**src/rtl/dma_pkg.sv**
```systemverilog
package dma_pkg;
  typedef enum logic [2:0] {
    ST_IDLE, ST_FETCH, ST_READ, ST_WRITE, ST_WBACK, ST_DONE, ST_ERROR
  } dma_state_e;

  localparam logic [1:0] TR_IDLE   = 2'b00;
  localparam logic [1:0] TR_NONSEQ = 2'b10;
  localparam logic [1:0] TR_SEQ    = 2'b11;
  localparam logic [2:0] BURST_INCR  = 3'b001;
  localparam logic [2:0] BURST_INCR4 = 3'b011;
  localparam logic [2:0] SIZE_WORD   = 3'b010;
  localparam int DESC_WORDS = 4;
  localparam int DONE_BIT   = 31;
endpackage

```
**src/rtl/dma_stage_buf.sv**
```systemverilog
module dma_stage_buf #(
  parameter int DEPTH  = 8,
  parameter int DATA_W = 32,
  localparam int IDX_W = $clog2(DEPTH)
) (
  input  logic              clk_i,
  input  logic              we_i,
  input  logic [IDX_W-1:0]  widx_i,
  input  logic [DATA_W-1:0] wdata_i,
  input  logic [IDX_W-1:0]  ridx_i,
  output logic [DATA_W-1:0] rdata_o
);
  logic [DATA_W-1:0] mem_q [DEPTH];

  always_ff @(posedge clk_i) begin
    if (we_i) mem_q[widx_i] <= wdata_i;
  end

  assign rdata_o = mem_q[ridx_i];
endmodule

```
**src/rtl/dma_beat_ctr.sv**
```systemverilog
module dma_beat_ctr #(
  parameter int CNT_W = 4
) (
  input  logic             clk_i,
  input  logic             rst_ni,
  input  logic             clr_i,
  input  logic             hready_i,
  input  logic [CNT_W-1:0] n_i,
  output logic             issue_o,
  output logic             dp_valid_o,
  output logic [CNT_W-1:0] aidx_o,
  output logic [CNT_W-1:0] didx_o,
  output logic             last_o
);
  logic [CNT_W-1:0] aidx_q, didx_q;
  logic             dpv_q;

  assign issue_o    = aidx_q < n_i;
  assign dp_valid_o = dpv_q;
  assign aidx_o     = aidx_q;
  assign didx_o     = didx_q;
  assign last_o     = dpv_q & hready_i & (didx_q == n_i - 1'b1);

  always_ff @(posedge clk_i or negedge rst_ni) begin
    if (!rst_ni) begin
      aidx_q <= '0;
      didx_q <= '0;
      dpv_q  <= 1'b0;
    end else if (clr_i) begin
      aidx_q <= '0;
      didx_q <= '0;
      dpv_q  <= 1'b0;
    end else if (hready_i) begin
      if (issue_o) aidx_q <= aidx_q + 1'b1;
      if (dpv_q)   didx_q <= didx_q + 1'b1;
      dpv_q <= issue_o;
    end
  end

  assert_beat_order_R6: assert property (@(posedge clk_i) disable iff (!rst_ni)
    (didx_q <= aidx_q) && (aidx_q <= n_i || n_i == '0));
endmodule

```
**src/rtl/dma_chan.sv**
```systemverilog
module dma_chan #(
  parameter int ADDR_W = 32,
  parameter int DATA_W = 32,
  parameter int DEPTH  = 8
) (
  input  logic              clk_i,
  input  logic              rst_ni,
  input  logic              reg_we_i,
  input  logic              reg_sel_i,
  input  logic [DATA_W-1:0] reg_wdata_i,
  input  logic              req_i,
  output logic [ADDR_W-1:0] haddr_o,
  output logic [1:0]        htrans_o,
  output logic              hwrite_o,
  output logic [2:0]        hsize_o,
  output logic [2:0]        hburst_o,
  output logic [DATA_W-1:0] hwdata_o,
  input  logic [DATA_W-1:0] hrdata_i,
  input  logic              hready_i,
  input  logic              hresp_i,
  output logic              done_o,
  output logic              err_o,
  output logic              busy_o
);
  import dma_pkg::*;

  localparam int IDX_W = $clog2(DEPTH);
  localparam int CNT_W = IDX_W + 1;
  localparam int REM_W = DATA_W - 2;

  dma_state_e state_q, state_d;
  logic en_q, go_q, err_q;
  logic [ADDR_W-1:0] ptr_q, src_q, dst_q;
  logic [DATA_W-1:0] len_q, stat_q;
  logic [REM_W-1:0]  rem_q;

  logic [CNT_W-1:0] phase_n, chunk, aidx, didx;
  logic [ADDR_W-1:0] base;
  logic issue, dpv, last, beat_ok, bus_err, clr;
  logic [DATA_W-1:0] buf_rdata;

  assign chunk   = (rem_q > REM_W'(DEPTH)) ? CNT_W'(DEPTH) : rem_q[CNT_W-1:0];
  assign beat_ok = dpv & hready_i;
  assign bus_err = beat_ok & hresp_i;
  assign clr     = state_d != state_q;

  always_comb begin
    phase_n = '0;
    base    = '0;
    case (state_q)
      ST_FETCH: begin phase_n = CNT_W'(DESC_WORDS); base = ptr_q; end
      ST_READ:  begin phase_n = chunk; base = src_q; end
      ST_WRITE: begin phase_n = chunk; base = dst_q; end
      ST_WBACK: begin phase_n = CNT_W'(1); base = ptr_q + ADDR_W'(12); end
      default: ;
    endcase
  end

  dma_beat_ctr #(.CNT_W(CNT_W)) u_beats (
    .clk_i, .rst_ni, .clr_i(clr), .hready_i, .n_i(phase_n),
    .issue_o(issue), .dp_valid_o(dpv), .aidx_o(aidx), .didx_o(didx), .last_o(last)
  );

  dma_stage_buf #(.DEPTH(DEPTH), .DATA_W(DATA_W)) u_stage (
    .clk_i,
    .we_i   (state_q == ST_READ && beat_ok && !hresp_i),
    .widx_i (didx[IDX_W-1:0]),
    .wdata_i(hrdata_i),
    .ridx_i (didx[IDX_W-1:0]),
    .rdata_o(buf_rdata)
  );

  always_comb begin
    state_d = state_q;
    case (state_q)
      ST_IDLE:  if (en_q && (go_q || req_i)) state_d = ST_FETCH;
      ST_FETCH: if (bus_err) state_d = ST_ERROR;
                else if (last) state_d = (len_q[DATA_W-1:2] == '0) ? ST_WBACK : ST_READ;
      ST_READ:  if (bus_err) state_d = ST_ERROR;
                else if (last) state_d = ST_WRITE;
      ST_WRITE: if (bus_err) state_d = ST_ERROR;
                else if (last) state_d = (rem_q == REM_W'(chunk)) ? ST_WBACK : ST_READ;
      ST_WBACK: if (bus_err) state_d = ST_ERROR;
                else if (last) state_d = ST_DONE;
      default:  state_d = ST_IDLE;
    endcase
  end

  always_ff @(posedge clk_i or negedge rst_ni) begin
    if (!rst_ni) begin
      state_q <= ST_IDLE;
      en_q <= 1'b0; go_q <= 1'b0; err_q <= 1'b0;
      ptr_q <= '0; src_q <= '0; dst_q <= '0;
      len_q <= '0; stat_q <= '0; rem_q <= '0;
    end else begin
      state_q <= state_d;
      if (state_q == ST_FETCH && beat_ok && !hresp_i) begin
        case (didx[1:0])
          2'd0: src_q  <= hrdata_i;
          2'd1: dst_q  <= hrdata_i;
          2'd2: len_q  <= hrdata_i;
          default: stat_q <= hrdata_i;
        endcase
        if (last) rem_q <= len_q[DATA_W-1:2];
      end
      if (state_q == ST_READ && last && !hresp_i)
        src_q <= src_q + {{(ADDR_W-CNT_W-2){1'b0}}, chunk, 2'b00};
      if (state_q == ST_WRITE && last && !hresp_i) begin
        dst_q <= dst_q + {{(ADDR_W-CNT_W-2){1'b0}}, chunk, 2'b00};
        rem_q <= rem_q - REM_W'(chunk);
      end
      if (state_q == ST_DONE) go_q <= 1'b0;
      if (state_q == ST_ERROR) begin
        go_q  <= 1'b0;
        err_q <= 1'b1;
      end
      // software writes take priority over completion bookkeeping
      if (reg_we_i) begin
        if (reg_sel_i) ptr_q <= reg_wdata_i;
        else begin
          en_q <= reg_wdata_i[0];
          go_q <= reg_wdata_i[1] & reg_wdata_i[0];
          if (reg_wdata_i[2]) err_q <= 1'b0;
        end
      end
    end
  end

  assign htrans_o = (issue && !bus_err) ? ((aidx == '0) ? TR_NONSEQ : TR_SEQ) : TR_IDLE;
  assign haddr_o  = base + {{(ADDR_W-CNT_W-2){1'b0}}, aidx, 2'b00};
  assign hwrite_o = (state_q == ST_WRITE) || (state_q == ST_WBACK);
  assign hsize_o  = SIZE_WORD;
  assign hburst_o = (state_q == ST_FETCH) ? BURST_INCR4 : BURST_INCR;
  assign hwdata_o = (state_q == ST_WRITE) ? buf_rdata :
                    (state_q == ST_WBACK) ? (stat_q | (DATA_W'(1) << DONE_BIT)) : '0;
  assign done_o   = state_q == ST_DONE;
  assign err_o    = err_q;
  assign busy_o   = state_q != ST_IDLE;

  assert_bus_hold_R11: assert property (@(posedge clk_i) disable iff (!rst_ni)
    (htrans_o != TR_IDLE && !hready_i) |=> ($stable(haddr_o) && $stable(htrans_o)));
  assert_done_pulse_R8: assert property (@(posedge clk_i) disable iff (!rst_ni)
    done_o |=> !done_o);
  assert_done_after_wback_R7: assert property (@(posedge clk_i) disable iff (!rst_ni)
    done_o |-> $past(state_q == ST_WBACK));
  assert_err_no_done_R9: assert property (@(posedge clk_i) disable iff (!rst_ni)
    $rose(err_o) |-> !done_o);
  assert_fetch_first_R4: assert property (@(posedge clk_i) disable iff (!rst_ni)
    (state_q == ST_READ && $past(state_q) != ST_READ) |-> $past(state_q) inside {ST_FETCH, ST_WRITE});
endmodule

```
**config.mk**
```make
export PLATFORM = sky130hd
export DESIGN_NAME = dma_chan
export DESIGN_NICKNAME = d
export VERILOG_FILES = /design/src/rtl/dma_pkg.sv /design/src/rtl/dma_stage_buf.sv /design/src/rtl/dma_beat_ctr.sv /design/src/rtl/dma_chan.sv
export SDC_FILE = /design/constraint.sdc
export NUM_CORES = 1
export LEC_CHECK = 0
export BUFFER_PORTS_ARGS = -buffer_cell sky130_fd_sc_hd__buf_2
export CAP_MARGIN = 5
export CORE_MARGIN = 2
export CORE_UTILIZATION = 55
export DETAILED_ROUTE_END_ITERATION = 16
export PLACE_DENSITY = 0.73
export SYNTH_ARGS = -nofsm -noshare
export SYNTH_HDL_FRONTEND = slang
export SYNTH_HIERARCHICAL = 1
export SYNTH_SLANG_ARGS = --single-unit
```
**constraint.sdc**
```tcl
create_clock -name clk_i -period 8.2 [get_ports clk_i]
set_input_delay 2.05 -clock clk_i [delete_from_list [all_inputs] [get_ports clk_i]]
set_output_delay 2.05 -clock clk_i [all_outputs]
set_load 0.005 [all_outputs]
```
==> run metrics <==
setup violators final 0; Clock Skews 0.0184 ns; post-CTS resize count 0; Worst Setup End Kind output port; final-layout fill cell count 3145; gpl congestion 0.913; CP max FO 34; Critical Path RT 6.15 ns; top routing layer in use met4; CTS root buf clkbuf_16; hold_buf cts 0; GRT Residual Overflow 0; antenna violations before repair 3; post-DP HPWL 39300 microns; RR Endpoint rem_q[27]; Mean Syn Cell Area 12.7 sq um; die area 43200 sq um; DP Worst Slack 2.03 ns; leading area contributor after synthesis edfxtp_1; RSZ-0062 raised after global routing false; Detailed Route Iter0 Violations 1623; synth top area cells edfxtp_1 (34%), dfrtp_1 (22%), mux2_2 (6.8%), mux4_1 (4.6%), nand2_1 (2.5%); Peak VDD IR 0.221 mV; Final Critical Period 6.89 ns; CP startpoint kind register; Final ANT Viol Nets 0; #FFs+latches synth 458; # IOs 147; IO buf count 141; Synth warnings 6; largest net degree at the start of global routing 114; Hold Vio Cnt, Final 0; antenna cell count 0; CP startpoint state_q[1]; Cell Area, Synth 22800 sq um; Hold/Removal Path Class register to register; Core Box Area 40900 sq um; routed via count 16400; Slew Limit Fails 0; Lkg Pwr 0.00997 uW; WS Path Type register to output port; Residual DRC 0; relative slew slack 0.170; total negative slack 0 ns; M1 WL 24800 microns; EDFF count, synth 256; outcome finished clean; most numerous cell in the Yosys netlist edfxtp_1; Area Overhead vs Synth 12.3%; pwr dens 255 nW/um^2; synth unique cells 89; Final period util 0.840; CTS tree done; via count of the first global-routing pass 16200; Nets 2013; Clk Latency, worst-skew pair 0.60 ns; Horiz. Die Dim 208 microns; H-tree depth 2; Synth top area share 0.337; Max Fclk 0.145 GHz; ys async rst share 0.441; setup bufs post-CTS 0; r2r startpoint rem_q[24]; Site Rows 74; CTS max path bufs 3; GRT Util Overall 0.279; area occupied by multi-input gates 9560 sq um; vias per cell 6.59; met2 routed WL 29000 microns; WL final 60000 microns; Die Y 208 microns; final setup margin 1.31 ns; total CTS buffers 47; Num Clock Sinks 458; top post-synthesis cells by count edfxtp_1 (256), dfrtp_1 (202), nand2_1 (152), mux2_2 (138), nor2_1 (116); Routed WL per cell 24.1 microns; DR pass1 iterations 5; layout cells sized above 1 0.234; Seq/Total Area, Yosys 0.558; Post-synth top flop edfxtp_1; cells after synthesis 1804; Max-cap violations 0; Setup crit end haddr_o[25]; storage element area 12700 sq um; met3 routed WL 4230 microns; measured slew at the worst slew-check pin 1.24 ns; reg2reg setup slack 2.10 ns; first-pass GRT wire length 93900 microns; worst path arrival time 4.84 ns; Worst-path clk slew 0.06 ns; Worst Reg-to-Reg Cells 17; Initial Util 0.558
## layout make-up
type | instances | area share
flip-flops and latches | 458 | 0.497
well taps | 532 | 0.0260
repair buffers | 174 | 0.0375
clock inverters | 27 | 0.0117
inverters | 30 | 0.00439
multi-input cells | 1208 | 0.373
clock buffers | 61 | 0.0503
## worst min path at each step
stage | from | to | slack [ns] | cells past startpoint
after floorplan | dst_q[0] | dst_q[0] | 0.45 | 2
after global placement | dst_q[1] | dst_q[1] | 0.47 | 2
after detailed placement | dst_q[1] | dst_q[1] | 0.47 | 2
after CTS | dst_q[1] | dst_q[1] | 0.48 | 2
after global routing | stat_q[17] | stat_q[17] | 0.52 | 1
final | dst_q[1] | dst_q[1] | 0.49 | 2
## metrics by stage
step / instance area (sq um) / utilization / std cells / power (uW) / hold WS [ns]
6_report: 25600 / 0.626 / 2490 / 6530 / 0.488
5_1_grt: 25600 / 0.626 / 2490 / 6810 / 0.525
4_1_cts: 25600 / 0.626 / 2490 / 6560 / 0.482
3_5_place_dp: 24000 / 0.588 / 2402 / 4380 / 0.467
3_3_place_gp: 24000 / 0.588 / 2402 / 4340 / 0.468
2_1_floorplan: 22800 / - / 1808 / 3850 / 0.445
## metal layers
| metal | global-route usage | vias up |
|---|---|---|
| met3 | 0.0445 | 115 |
| met4 | 0.105 | 0 |
| met2 | 0.451 | 680 |
| li1 | - | 7263 |
| met5 | 0 | - |
| met1 | 0.384 | 8352 |
## power by group
| part | switching (uW) | internal (uW) |
|---|---|---|
| sequential | 271 | 2570 |
| combinational | 842 | 681 |
| clock | 926 | 1250 |
## registers in the layout, summed over array words and instances, names as in the netlist
signal and flops:
src_q 32, u_stage/mem_q 256, ptr_q 32, stat_q 31
len_q 30, rem_q 30, en_q 1, err_o 1
dst_q 32, state_q 3, go_q 1, u_beats/dp_valid_o 1
u_beats/didx_o 4, u_beats/aidx_o 4
## critical path, cell delays in order (launching register included)
cell and delay [ns]:
dfrtp_2 0.78, buf_4 0.45, or3b_4 0.39, o22ai_1 0.13, ha_1 0.36, nand2_1 0.08
o21ai_0 0.18, o21ai_0 0.25, or3_4 0.48, nor4b_4 0.34, and3_1 0.36, nand3_2 0.11
xnor2_1 0.16, buf_2 0.13
## placed cells by master (no fill, tap or decap), drive strengths merged, types with 7 or more instances in the layout
cell type  Yosys  layout
a211oi        10      10
a21o          13      13
a21oi         70      70
a221o         16      16
a22o          33      33
a22oi         20      20
a31oi         14      14
and2          12      12
and3          26      26
buf           55     173
clkbuf        57      62
clkinv         1      17
dfrtp        202     202
edfxtp       256     256
ha            20      20
inv           29      31
mux2         138     138
mux2i         26      26
mux4          64      64
nand2        153     153
nand2b        14      14
nand3         50      50
nand4         24      24
nor2         116     116
nor2b          8       8
nor3          43      43
nor3b         10      10
nor4          26      26
o211ai        31      31
o21ai         61      61
o22ai         15      15
o311ai        31      31
or2            7       7
or3           19      19
or4            9       9
xnor2         30      30
xor2          17      17
## cells by family (layout without fill, tap and decap cells)
family                   after synthesis  after routing  share of synthesized area
flip-flops                           458            458                      0.558
buffers and inverters                142            292                     0.0280
multiplexers                         228            228                      0.149
XOR/XNOR                              47             47                     0.0180
AO/OA/AOI/OAI                        365            365                      0.113
other                                  2              6                   0.000329
AND/OR/NAND/NOR                      539            539                      0.120
adder cells (fa/ha/maj)               23             23                     0.0136
Power figures use the tool's default switching activity.
